**config.mk**
```make
export PLATFORM = sky130hd
export DESIGN_NAME = serial_shift_engine
export DESIGN_NICKNAME = d
export VERILOG_FILES = /design/src/rtl/serial_shift_pkg.sv /design/src/rtl/bit_slot_timer.sv /design/src/rtl/shift_word.sv /design/src/rtl/serial_shift_engine.sv
export SDC_FILE = /design/constraint.sdc
export NUM_CORES = 1
export LEC_CHECK = 0
export BUFFER_PORTS_ARGS = -buffer_cell sky130_fd_sc_hd__buf_2
export CORE_MARGIN = 2
export CORE_UTILIZATION = 53
export CTS_CLUSTER_SIZE = 14
export DETAILED_ROUTE_END_ITERATION = 7
export PLACE_DENSITY = 0.77
export SYNTH_ARGS = -nofsm -noshare
export SYNTH_HDL_FRONTEND = slang
export SYNTH_SLANG_ARGS = --single-unit
```
**constraint.sdc**
```tcl
create_clock -name clk -period 4.6 [get_ports clk]
set_input_delay 1.15 -clock clk [delete_from_list [all_inputs] [get_ports clk]]
set_output_delay 1.15 -clock clk [all_outputs]
set_load 0.05 [all_outputs]
```
**src/rtl/serial_shift_pkg.sv**
```systemverilog
package serial_shift_pkg;

    localparam int WORD_W = 32;
    localparam int CNT_W  = $clog2(WORD_W) + 1;

    typedef logic [WORD_W-1:0] word_t;
    typedef logic [CNT_W-1:0]  count_t;

    // four equal timing units inside one bit
    typedef enum logic [1:0] {
        SLOT_SETUP = 2'd0,
        SLOT_HI_A  = 2'd1,
        SLOT_HI_B  = 2'd2,
        SLOT_TAIL  = 2'd3
    } slot_e;

    // counts above the word width collapse to a full word
    function automatic count_t clamp_count(input count_t n);
        if (n > count_t'(WORD_W))
            return count_t'(WORD_W);
        return n;
    endfunction

    // move the low n bits to the top of the word
    function automatic word_t left_align(input word_t v, input count_t n);
        if (n >= count_t'(WORD_W))
            return v;
        return v << (count_t'(WORD_W) - n);
    endfunction

endpackage

```
**src/rtl/bit_slot_timer.sv**
```systemverilog
module bit_slot_timer
    import serial_shift_pkg::*;
#(
    parameter int TICK_W = 16
) (
    input  logic              clk,
    input  logic              rst,
    input  logic              load,
    input  logic              run,
    input  logic [TICK_W-1:0] unit_ticks,
    output slot_e             slot,
    output logic              slot_end
);

    logic [TICK_W-1:0] unit_q;
    logic [TICK_W-1:0] tick_q;
    slot_e             slot_q;

    always_ff @(posedge clk) begin
        if (rst) begin
            unit_q <= TICK_W'(1);
            tick_q <= '0;
            slot_q <= SLOT_SETUP;
        end else if (load) begin
            unit_q <= (unit_ticks == '0) ? TICK_W'(1) : unit_ticks;
            tick_q <= '0;
            slot_q <= SLOT_SETUP;
        end else if (run) begin
            if (tick_q == unit_q - TICK_W'(1)) begin
                tick_q <= '0;
                case (slot_q)
                    SLOT_SETUP: slot_q <= SLOT_HI_A;
                    SLOT_HI_A:  slot_q <= SLOT_HI_B;
                    SLOT_HI_B:  slot_q <= SLOT_TAIL;
                    default:    slot_q <= SLOT_SETUP;
                endcase
            end else begin
                tick_q <= tick_q + TICK_W'(1);
            end
        end
    end

    assign slot     = slot_q;
    assign slot_end = run && (tick_q == unit_q - TICK_W'(1));

    // the tick counter never leaves its unit window
    p_tick_bound_r4: assert property (@(posedge clk) disable iff (rst)
        run |-> (tick_q < unit_q));

endmodule

```
**src/rtl/shift_word.sv**
```systemverilog
module shift_word
    import serial_shift_pkg::*;
(
    input  logic  clk,
    input  logic  rst,
    input  logic  load_tx,
    input  logic  load_rx,
    input  word_t aligned,
    input  logic  tx_step,
    input  logic  rx_step,
    input  logic  sdi,
    output logic  sdo,
    output word_t rx_word
);

    word_t tx_q;
    word_t rx_q;
    logic  sdo_q;

    always_ff @(posedge clk) begin
        if (rst) begin
            tx_q  <= '0;
            rx_q  <= '0;
            sdo_q <= 1'b0;
        end else begin
            if (load_tx) begin
                tx_q  <= aligned;
                sdo_q <= aligned[WORD_W-1];
            end else if (tx_step) begin
                tx_q  <= tx_q << 1;
                sdo_q <= tx_q[WORD_W-2];
            end
            if (load_rx)
                rx_q <= '0;
            else if (rx_step)
                rx_q <= {rx_q[WORD_W-2:0], sdi};
        end
    end

    assign sdo     = sdo_q;
    assign rx_word = rx_q;

endmodule

```
**src/rtl/serial_shift_engine.sv**
```systemverilog
module serial_shift_engine
    import serial_shift_pkg::*;
#(
    parameter int TICK_W = 16
) (
    input  logic                 clk,
    input  logic                 rst,
    input  logic                 start,
    input  logic                 rx_mode,
    input  logic [CNT_W-1:0]     bit_count,
    input  logic [WORD_W-1:0]    tx_data,
    input  logic [TICK_W-1:0]    unit_ticks,
    input  logic                 sdi,
    output logic                 busy,
    output logic                 done,
    output logic [WORD_W-1:0]    rx_data,
    output logic                 sck,
    output logic                 sdo
);

    logic   busy_q, done_q, sck_q, rx_q;
    count_t left_q;
    count_t n_eff;
    logic   accept, launch;
    slot_e  slot;
    logic   slot_end;
    logic   last_bit;

    assign n_eff    = clamp_count(bit_count);
    assign accept   = start && !busy_q;
    assign launch   = accept && (n_eff != '0);
    assign last_bit = (left_q == count_t'(1));

    bit_slot_timer #(.TICK_W(TICK_W)) u_timer (
        .clk        (clk),
        .rst        (rst),
        .load       (launch),
        .run        (busy_q),
        .unit_ticks (unit_ticks),
        .slot       (slot),
        .slot_end   (slot_end)
    );

    shift_word u_word (
        .clk     (clk),
        .rst     (rst),
        .load_tx (launch && !rx_mode),
        .load_rx (launch && rx_mode),
        .aligned (left_align(tx_data, n_eff)),
        .tx_step (busy_q && slot_end && (slot == SLOT_TAIL) && !last_bit && !rx_q),
        .rx_step (busy_q && slot_end && (slot == SLOT_SETUP) && rx_q),
        .sdi     (sdi),
        .sdo     (sdo),
        .rx_word (rx_data)
    );

    always_ff @(posedge clk) begin
        if (rst) begin
            busy_q <= 1'b0;
            done_q <= 1'b0;
            sck_q  <= 1'b0;
            rx_q   <= 1'b0;
            left_q <= '0;
        end else begin
            done_q <= 1'b0;
            if (accept) begin
                if (n_eff == '0) begin
                    done_q <= 1'b1;
                end else begin
                    busy_q <= 1'b1;
                    rx_q   <= rx_mode;
                    left_q <= n_eff;
                end
            end else if (busy_q && slot_end) begin
                case (slot)
                    SLOT_SETUP: sck_q <= 1'b1;
                    SLOT_HI_B:  sck_q <= 1'b0;
                    SLOT_TAIL: begin
                        if (last_bit) begin
                            busy_q <= 1'b0;
                            done_q <= 1'b1;
                        end
                        left_q <= left_q - count_t'(1);
                    end
                    default: ;
                endcase
            end
        end
    end

    assign busy = busy_q;
    assign done = done_q;
    assign sck  = sck_q;

    // clock idles low
    p_sck_idle_r10: assert property (@(posedge clk) disable iff (rst)
        !busy |-> !sck);
    // data line frozen while the clock is high
    p_sdo_quiet_r3: assert property (@(posedge clk) disable iff (rst)
        sck |-> $stable(sdo));
    // done lasts one cycle and never overlaps busy
    p_done_pulse_r7: assert property (@(posedge clk) disable iff (rst)
        done |=> !done);
    p_done_idle_r7: assert property (@(posedge clk) disable iff (rst)
        done |-> !busy);
    // received word holds while idle
    p_rx_hold_r7: assert property (@(posedge clk) disable iff (rst)
        (!busy && !start) |=> $stable(rx_data));
    // zero count goes straight to done
    p_zero_count_r8: assert property (@(posedge clk) disable iff (rst)
        (start && !busy && bit_count == '0) |=> (done && !busy));
    // a start during a transfer never reloads the bit counter
    p_busy_start_r9: assert property (@(posedge clk) disable iff (rst)
        (busy && start) |=> (left_q <= $past(left_q)));

endmodule

```
==> results of run 1 <==
-- power by group --
group / switching (mW) / total, mW / leakage [nW] / internal [mW]
Sequential: 0.0343 / 1.00 / 0.877 / 0.969
Combinational: 0.331 / 0.566 / 2.05 / 0.235
Clock: 0.365 / 0.798 / 0.154 / 0.433
-- worst max-delay path, stage by stage --
cell	delay, ns
buf_2	0.14
inv_1	0.14
nand2_1	0.09
ha_1	0.61
buf_4	0.28
mux4_2	0.33
a21oi_1	0.34
mux2i_1	0.17
a221o_1	0.36
o21ai_0	0.20
a21oi_1	0.09
-- cells in the final DEF, fill, tap and decap left out, drive strengths merged, types with 3 or more instances in the layout --
master,n
buf,112
dfxtp,108
nor2,91
nand2,79
mux2i,76
a21oi,46
mux4,29
nand3,24
inv,23
xnor2,20
o21ai,18
xor2,18
a31oi,17
a211oi,17
a221oi,16
and3,13
nor3,12
a221o,11
a22o,9
ha,9
clkbuf,9
nor4,9
nand2b,7
nand3b,6
o31ai,5
a31o,5
o41ai,5
nor2b,5
nand4,4
or3,4
o22ai,4
a211o,3
or4,3
clkinv,3
-- cells by family (layout without fill, tap and decap cells) --
logic type,Yosys count,after routing,synth area share [%]
buffers and inverters,78,148,5.490
AND/OR/NAND/NOR,269,269,18.87
multiplexers,105,105,20.41
XOR/XNOR,38,38,4.804
AO/OA/AOI/OAI,173,173,17.59
adder cells (fa/ha/maj),9,9,1.625
flip-flops,108,108,31.21
-- metal layers --
| layer | part of all wire, % | global-route usage [%] | wire [um] |
|---|---|---|---|
| met1 | 47 | 37.02 | 8305 |
| met2 | 44 | 38.76 | 7825 |
| met3 | 7.3 | 5.019 | 1305 |
| met4 | 2.2 | 9.187 | 399 |
| met5 | 0 | 0 | 0 |
-- worst min-delay path by stage --
stage	start	endpoint	slack, ns	depth (start not counted)
finish	u_word.tx_q[24]	u_word.tx_q[24]	0.45	2
CTS	u_word.tx_q[24]	u_word.tx_q[24]	0.45	2
detailed placement	u_word.tx_q[24]	u_word.tx_q[24]	0.44	2
global placement	u_word.tx_q[24]	u_word.tx_q[24]	0.44	2
global route	u_word.tx_q[24]	u_word.tx_q[24]	0.48	2
floorplan	u_word.tx_q[19]	u_word.tx_q[19]	0.43	2
-- cell type report --
type / count / area share (%)
multi-input cells: 594 / 56.60
flip-flops and latches: 108 / 27.77
repair buffers: 112 / 7.938
clock buffers: 9 / 2.892
well taps: 172 / 2.764
clock inverters: 7 / 1.077
inverters: 20 / 0.9642
-- sequential cells by signal, indices dropped and copies added, names as in the netlist --
| signal | count |
|---|---|
| rx_q | 1 |
| u_timer.slot | 2 |
| u_word.sdo | 1 |
| sck | 1 |
| u_word.tx_q | 31 |
| done | 1 |
| u_timer.tick_q | 16 |
| busy | 1 |
| u_word.rx_word | 32 |
| left_q | 6 |
| u_timer.unit_q | 16 |
-- per-stage QoR --
step / instances / total power [mW] / instance area, um^2 / util (%)
final: 1022 / 2.367 / 7786 / 61.45
after global routing: 1022 / 2.482 / 7786 / 61.45
after CTS: 1022 / 2.373 / 7786 / 61.45
after detailed placement: 1006 / 1.577 / 7477 / 59.01
after global placement: 1006 / 1.576 / 7477 / 59.01
after floorplan: 780 / 1.420 / 6928 / -
==> impl_metrics.toml, run 1 <==
[grt]
grt_max_degree = 53
grt_util_all_layers_pct = 25.88
grt_pass1_wl_mm = 29.79
overflow = 0
grt_antenna_before_repair = 0
grt_pass1_vias = 5853

[place]
pre_cts_ws_ns = 0.5863
hpwlAfterDp_mm = 13.12
portBuffers = 94
place_congestion = 0.9324

[setup_path]
worst-path-max-fanout = 14
cp_data_arrival_time_ns = 3.90
crit_path_end_kind = "flop"
rr_startpoint = "u_timer.unit_q[0]"
crit_end = "u_word.tx_q[29]"
startpoint_type = "primary input"
worstSetupPathType = "in2reg"
reg2reg_depth = 11
r2r-end = "u_word.tx_q[13]"
worstPathRequired_ns = 4.80
r2r_slack_ns = 1.27
startpoint = "bit_count[5]"

[drt]
drt_iter0_markers = 458
wl_per_cell_um = 17.45
via_per_inst = 6.086
vias = 6220
antenna_left = 0
postRouteWirelength_mm = 17.84
drc = 0
first_pass_iters = 5

[sta]
clock.fmax_ghz = 0.2698
hold_viol = 0
rsz0062_at_grt = "no"
whs_ns = 0.4470
fin_crit_sh_pct = 80.58
worst_slack_ns = 0.8932
setup_tns_ns = 0
tightestPinTransition_ns = 0.9807
fin_skew_ns = 0.01037
fin_crit_ns = 3.707
setup_violations = 0
relSlewSlack_pct = 34.38
final-max-slew-violation-count = 0

[yosys]
synth.area.top_cells = "dfxtp_1 (31%), mux2i_1 (11%), mux4_2 (9.4%)"
synthCells = 780
synth.distinct_cells = 69
yosysMostFrequentCell = "dfxtp_1"
synth_edf_count = 0
yosys_register_bits = 108
yosysTopAreaCellShare_pct = 31.21
syn-num-nets = 848
async_reset_ff_share_pct = 0
yosys.area.top_type = "dfxtp_1"
synth_ff_type = "dfxtp_1"
yosysSeqAreaShare_pct = 31.21
netlist_area_um2 = 6928
yosysWarnings = 0
synthTopCellsByCount = "dfxtp_1 (108), nor2_1 (90), nand2_1 (78), mux2i_1 (76), a21oi_1 (44)"
avgSynthCellArea_um2 = 8.882

[clock_tree]
clockBufferDepth = 2
cts_made_buffers = 9
clk_pin_slew_ns = 0.07
post_cts_buffers = 0
root_buffer = "clkbuf_16"
clock_sinks = 108
cts_tree = "done"
ctsHoldBuffers = 0
worst_skew_pair.late_latency_ns = 0.36
cts_htree_levels = 3
cts-resized-gates = 0

[worst_hold_path]
hold_path.class = "reg2reg"

[cells_and_area]
syn_to_final_growth_pct = 12.39
fin_nets = 913
fillers = 1134
drive_gt1_share_pct = 21.18
register_area_um2 = 2162
multi_input_area_um2 = 4407
diodes = 0

[floorplan]
rows = 41
start_util_pct = 54.68
ioPinCount = 95
dieWidth_um = 118.3
fp.coreArea_um2 = 12670
dieArea_um2 = 14000
die_h_um = 118.3

[power_and_ir_drop]
peakVddDrop_mv = 0.1562
p_leak_nw = 3.081
power_density_nw_per_um2 = 304.0

[run_status]
status = "completed"

[run]
max-cap-violations = 0
Power figures use the tool's default switching activity.
==> run 2: changes to the inputs <==
- ABC_AREA: default -> 1
- clock period: 4.6 -> 3.26 ns (I/O delays scaled with it)
==> impl_metrics.toml, run 2 <==
[power_and_ir_drop]
peakVddDrop_mv = 0.3112
clkPwrFrac_pct = 32.9
pwr-share-seq_pct = 39.1
switching_share_pct = 33.91
p_comb_share_pct = 28.0
totalPowerFinal_mw = 3.650
p_leak_nw = 3.927
p_sw_mw = 1.238
power_density_nw_per_um2 = 437.7
internal_power_mw = 2.413

[sta]
fin_crit_sh_pct = 86.48
hold_viol = 0
tightestPinTransition_ns = 1.089
rsz0062_at_grt = "no"
final-max-slew-violation-count = 0
setup_violations = 0
fin_skew_ns = 0.009780
fin_crit_ns = 2.819
clock.fmax_ghz = 0.3547
setup_tns_ns = 0
relSlewSlack_pct = 26.90
worst_slack_ns = 0.4409

[drt]
postRouteWirelength_mm = 21.34
antenna_left = 0
vias = 7969
drc = 0
first_pass_iters = 6
via_per_inst = 5.496
wl_per_cell_um = 14.72
drt_iter0_markers = 785

[setup_path]
cp_data_arrival_time_ns = 3.01
crit_path_end_kind = "flop"
cpPeakStageDelay_ns = 0.88
worst-path-max-fanout = 16
worst-path-buf-inv = 1
crit_family = "compound AO/OA/AOI/OAI gates"
slowest_stage = "o21ai_1"
r2r_slack_ns = 0.44
cp_common_cell = "nand3_1"
path_cells = "inv_2, ha_1, nand3_1, nor2_4, xor2_1, nand3_1, nor2_1, nand3_2, o21ai_1, o21ai_0"
worstSetupPathType = "reg2reg"
startpoint_type = "flop"
worstPathRequired_ns = 3.45

[place]
place_congestion = 0.9673
dp.cells = 1434
hpwlAfterDp_mm = 15.66
place_area_um2 = 8016
portBuffers = 94
pre_cts_ws_ns = 0.2194

[yosys]
synth.distinct_cells = 42
async_reset_ff_share_pct = 0
yosysWarnings = 0
avgSynthCellArea_um2 = 6.135
yosysTopAreaCellShare_pct = 29.17
yosys_register_bits = 108
synth_edf_count = 0
syn-num-nets = 1276
synthCells = 1208
synth_ff_type = "dfxtp_1"
netlist_area_um2 = 7411
yosys.area.top_type = "dfxtp_1"
yosysMostFrequentCell = "nand2_1"
yosysSeqAreaShare_pct = 29.17
synth.area.top_cells = "dfxtp_1 (29%), nand2_1 (15%), nor2_1 (8.4%)"
synthTopCellsByCount = "nand2_1 (303), nor2_1 (166), o21ai_0 (109), dfxtp_1 (108), nand3_1 (100)"

[clock_tree]
post_cts_buffers = 0
clock_sinks = 108
cts_htree_levels = 3
ctsHoldBuffers = 0
clockBufferDepth = 2
clk_pin_slew_ns = 0.07
cts_tree = "done"
cts_made_buffers = 9
root_buffer = "clkbuf_16"
worst_skew_pair.late_latency_ns = 0.36
cts-resized-gates = 0

[cells_and_area]
finish.instance_area_um2 = 8339
largest_register_ffs = 32
drive_gt1_share_pct = 12.99
diodes = 0
syn_to_final_growth_pct = 12.53
final_common_cell = "nand2_1"
stdcell_count = 1450
mostFrequentLayoutCells = "nand2_1 (302), nor2_1 (166), o21ai_0 (109)"
fin_nets = 1333

[run_status]
status = "completed"

[grt]
overflow = 0
grt_pass1_vias = 6925
grt_util_all_layers_pct = 28.60
grt_pass1_wl_mm = 34.11
grt_antenna_before_repair = 0
grt_max_degree = 68

[floorplan]
start_util_pct = 53.81
rows = 43
dieArea_um2 = 14950
ioPinCount = 95
fp.coreArea_um2 = 13770
die_h_um = 122.3
dieWidth_um = 122.3

[worst_hold_path]
hold_path.class = "reg2reg"

[run]
max-cap-violations = 0
==> run 2: cell count changes after synthesis, moves of 13 or more <==
cell      change
nand2_1     +225
o21ai_0      +91
inv_1        +76
nand3_1      +76
nor2_1       +76
mux2i_1      -75
o211ai_1     +32
mux4_2       -29
a21oi_1      +21
a221oi_1     -16
a31oi_1      -16
a211oi_1     -15
o21ai_1      +15
and3_1       -13
==> run 2: cell families (layout without fill, tap and decap cells) <==
kind of cell	after synthesis	after routing	share of synthesized area [%]
muxes	1	1	0.1351
buffers and inverters	177	239	9.860
and+or+nand+nor	629	629	36.23
adders and majority gates	9	9	1.520
xor gates and xnor gates	29	29	3.427
DFF	108	108	29.17
AOI/OAI and AO/OA	255	255	19.65
==> run 2: final timing paths <==
check,startpoint,end,cells after the start
min,sck,sck,2
min reg2reg,sck,sck,2
max,u_timer.unit_q[0],u_timer.slot[0],10
max reg2reg,u_timer.unit_q[0],u_timer.slot[0],10
==> run 2: per-layer routing <==
layer  vias up  share of wire [%]  track usage, %
li1       4071                  -               -
met1      3565                 46           39.51
met2       300                 45           46.18
met3        33                7.0           4.972
met4         0                1.8           7.399
met5         -                  0               0
==> run 2: final cells by class <==
cell class	instances	area [um^2]
fill	1401	5434
multi-input combinational	923	4526
sequential	108	2162
timing repair buffer	117	705.7
inverter	106	397.9
clock buffer	10	229.0
tap	180	225.2
clock inverter	6	93.84
==> run 2: power by group through the flow <==
stage	sequential [mW]	clock [mW]	combinational (mW)
detailed placement	1.46	0	0.999
finish	1.43	1.20	1.02
floorplan	1.46	0	0.712
global route	1.43	1.26	1.14
global placement	1.45	0	0.990
CTS	1.43	1.22	1.00
==> run 2: stage by stage <==
stage / hold WS [ns] / util [%]
floorplan: 0.4554 / -
global placement: 0.4513 / 58.20
detailed placement: 0.4580 / 58.20
CTS: 0.4751 / 60.55
global route: 0.5148 / 60.55
finish: 0.4667 / 60.55
==> run 2: tightest hold or removal path, stage by stage (launching register included) <==
cell	delay, ns
dfxtp_1	0.32
a21oi_1	0.04
nor2_1	0.07
==> run 3: changes to the inputs <==
- BUFFER_PORTS_ARGS: -buffer_cell sky130_fd_sc_hd__buf_2 -> default
- CORE_ASPECT_RATIO: default -> 0.75
- CORE_UTILIZATION: 53 -> 59
- DONT_BUFFER_PORTS: default -> 1
- PLACE_DENSITY: 0.77 -> 0.78
- TNS_END_PERCENT: default -> 100
==> impl_metrics.toml, run 3 (synthesized netlist as in run 2, its figures left out) <==
[place]
place_congestion = 1.028
pre_cts_ws_ns = 0.1971
hpwlAfterDp_mm = 15.24
place_area_um2 = 7506
portBuffers = 0

[floorplan]
dieArea_um2 = 13480
rows = 35
fp.coreArea_um2 = 12260
ioPinCount = 95
dieWidth_um = 133.4
start_util_pct = 60.44
die_h_um = 101.1

[clock_tree]
cts_tree = "done"
cts_htree_levels = 3
post_cts_buffers = 0
clk_pin_slew_ns = 0.08
worst_skew_pair.late_latency_ns = 0.35
clockBufferDepth = 2
ctsHoldBuffers = 0
root_buffer = "clkbuf_16"
cts_made_buffers = 9
clock_sinks = 108
cts-resized-gates = 0

[power_and_ir_drop]
peakVddDrop_mv = 0.3085
power_density_nw_per_um2 = 441.1
p_leak_nw = 3.480

[cells_and_area]
register_area_um2 = 2162
finish.instance_area_um2 = 7797
largest_register_ffs = 32
final_common_cell = "nand2_1"
drive_gt1_share_pct = 6.282
multi_input_area_um2 = 4526
diodes = 0
fin_nets = 1241
syn_to_final_growth_pct = 5.217
fillers = 1153
mostFrequentLayoutCells = "nand2_1 (302), nor2_1 (166), o21ai_0 (109)"

[sta]
rsz0062_at_grt = "no"
fin_crit_ns = 2.941
relSlewSlack_pct = 16.91
worst_slack_ns = 0.3194
fin_crit_sh_pct = 90.20
clock.fmax_ghz = 0.3401
hold_viol = 0
setup_tns_ns = 0
final-max-slew-violation-count = 0
fin_skew_ns = 0.01002
tightestPinTransition_ns = 1.238
setup_violations = 0

[grt]
busiest_layer = "met1"
met2_usage_pct = 43.77
use_met1_pct = 45.69
grt_max_degree = 68
grtUsageMet3_pct = 7.642
grt_pass1_wl_mm = 33.15
grt_antenna_before_repair = 0
grt_util_all_layers_pct = 30.16
overflow = 0
grt_pass1_vias = 6740

[setup_path]
path_cells = "inv_2, ha_1, nand3_1, nor2_4, xor2_1, nand3_1, nor2_1, nand3_2, o21ai_1, o21ai_0"
cp_common_cell = "nand3_1"
crit_path_end_kind = "flop"
cpPeakStageDelay_ns = 0.99
worst-path-max-fanout = 16
crit_family = "compound AO/OA/AOI/OAI gates"
startpoint_type = "flop"
slowest_stage = "o21ai_1"
worstSetupPathType = "reg2reg"
worst-path-buf-inv = 1
cp_data_arrival_time_ns = 3.12
worstPathRequired_ns = 3.44

[drt]
drt_iter0_markers = 871
via_per_inst = 5.720
vias = 7688
first_pass_iters = 8
wl_per_cell_um = 15.06
postRouteWirelength_mm = 20.24
antenna_left = 0
drc = 0

[worst_hold_path]
hold_path.class = "reg2reg"

[run]
max-cap-violations = 0

[run_status]
status = "completed"
[run 3: changes by cell type in the layout (fill, tap and decap cells not counted), sizes merged]
cell / change
clkbuf: -1
clkinv: +1
bufinv: -2
buf: -92
inv: +2
[run 3: worst reg2reg max path, stage by stage (launching register included)]
cell and delay (ns):
dfxtp_1 0.32, inv_2 0.10, ha_1 0.19, nand3_1 0.18, nor2_4 0.23, xor2_1 0.22
nand3_1 0.09, nor2_1 0.14, nand3_2 0.15, o21ai_1 0.99, o21ai_0 0.16
[run 3: routing by layer]
metal / vias to the layer above / wire, um
met5: - / 0
met2: 316 / 8159
met4: 0 / 181
met3: 19 / 2038
li1: 3890 / -
met1: 3463 / 9863
[run 3: through the flow]
step | utilization, % | total power [mW] | instances | hold WS [ns]
after floorplan | - | 2.176 | 1208 | 0.4554
after global routing | 63.59 | 3.627 | 1344 | 0.5138
after detailed placement | 61.21 | 2.376 | 1328 | 0.4703
after CTS | 63.59 | 3.434 | 1344 | 0.4850
after global placement | 61.21 | 2.367 | 1328 | 0.4614
final | 63.59 | 3.439 | 1344 | 0.4892
[run 3: report_power, final]
group | total [mW] | leakage (nW) | switching [mW] | internal [mW]
clock | 1.06 | 0.142 | 0.527 | 0.538
combinational | 0.933 | 2.46 | 0.616 | 0.316
sequential | 1.44 | 0.879 | 0.0616 | 1.38
total | 3.44 | 3.48 | 1.21 | 2.23
[run 3: final timing paths]
check	start	to	slack [ns]	cells after the start
hold / removal	u_word.tx_q[0]	u_word.tx_q[0]	0.49	2
setup / recovery	u_timer.unit_q[0]	u_timer.slot[0]	0.32	10
hold reg to reg	u_word.tx_q[0]	u_word.tx_q[0]	0.49	2
setup reg to reg	u_timer.unit_q[0]	u_timer.slot[0]	0.32	10
[run 3: layout make-up]
type                       instances  share of cell area [%]
clock buffer                       9                   2.888
clock inverter                     7                  0.8504
inverter                         106                   5.103
multi-input combinational        923                   58.04
sequential                       108                   27.73
tap                              166                   2.664
timing repair buffer              25                   2.728
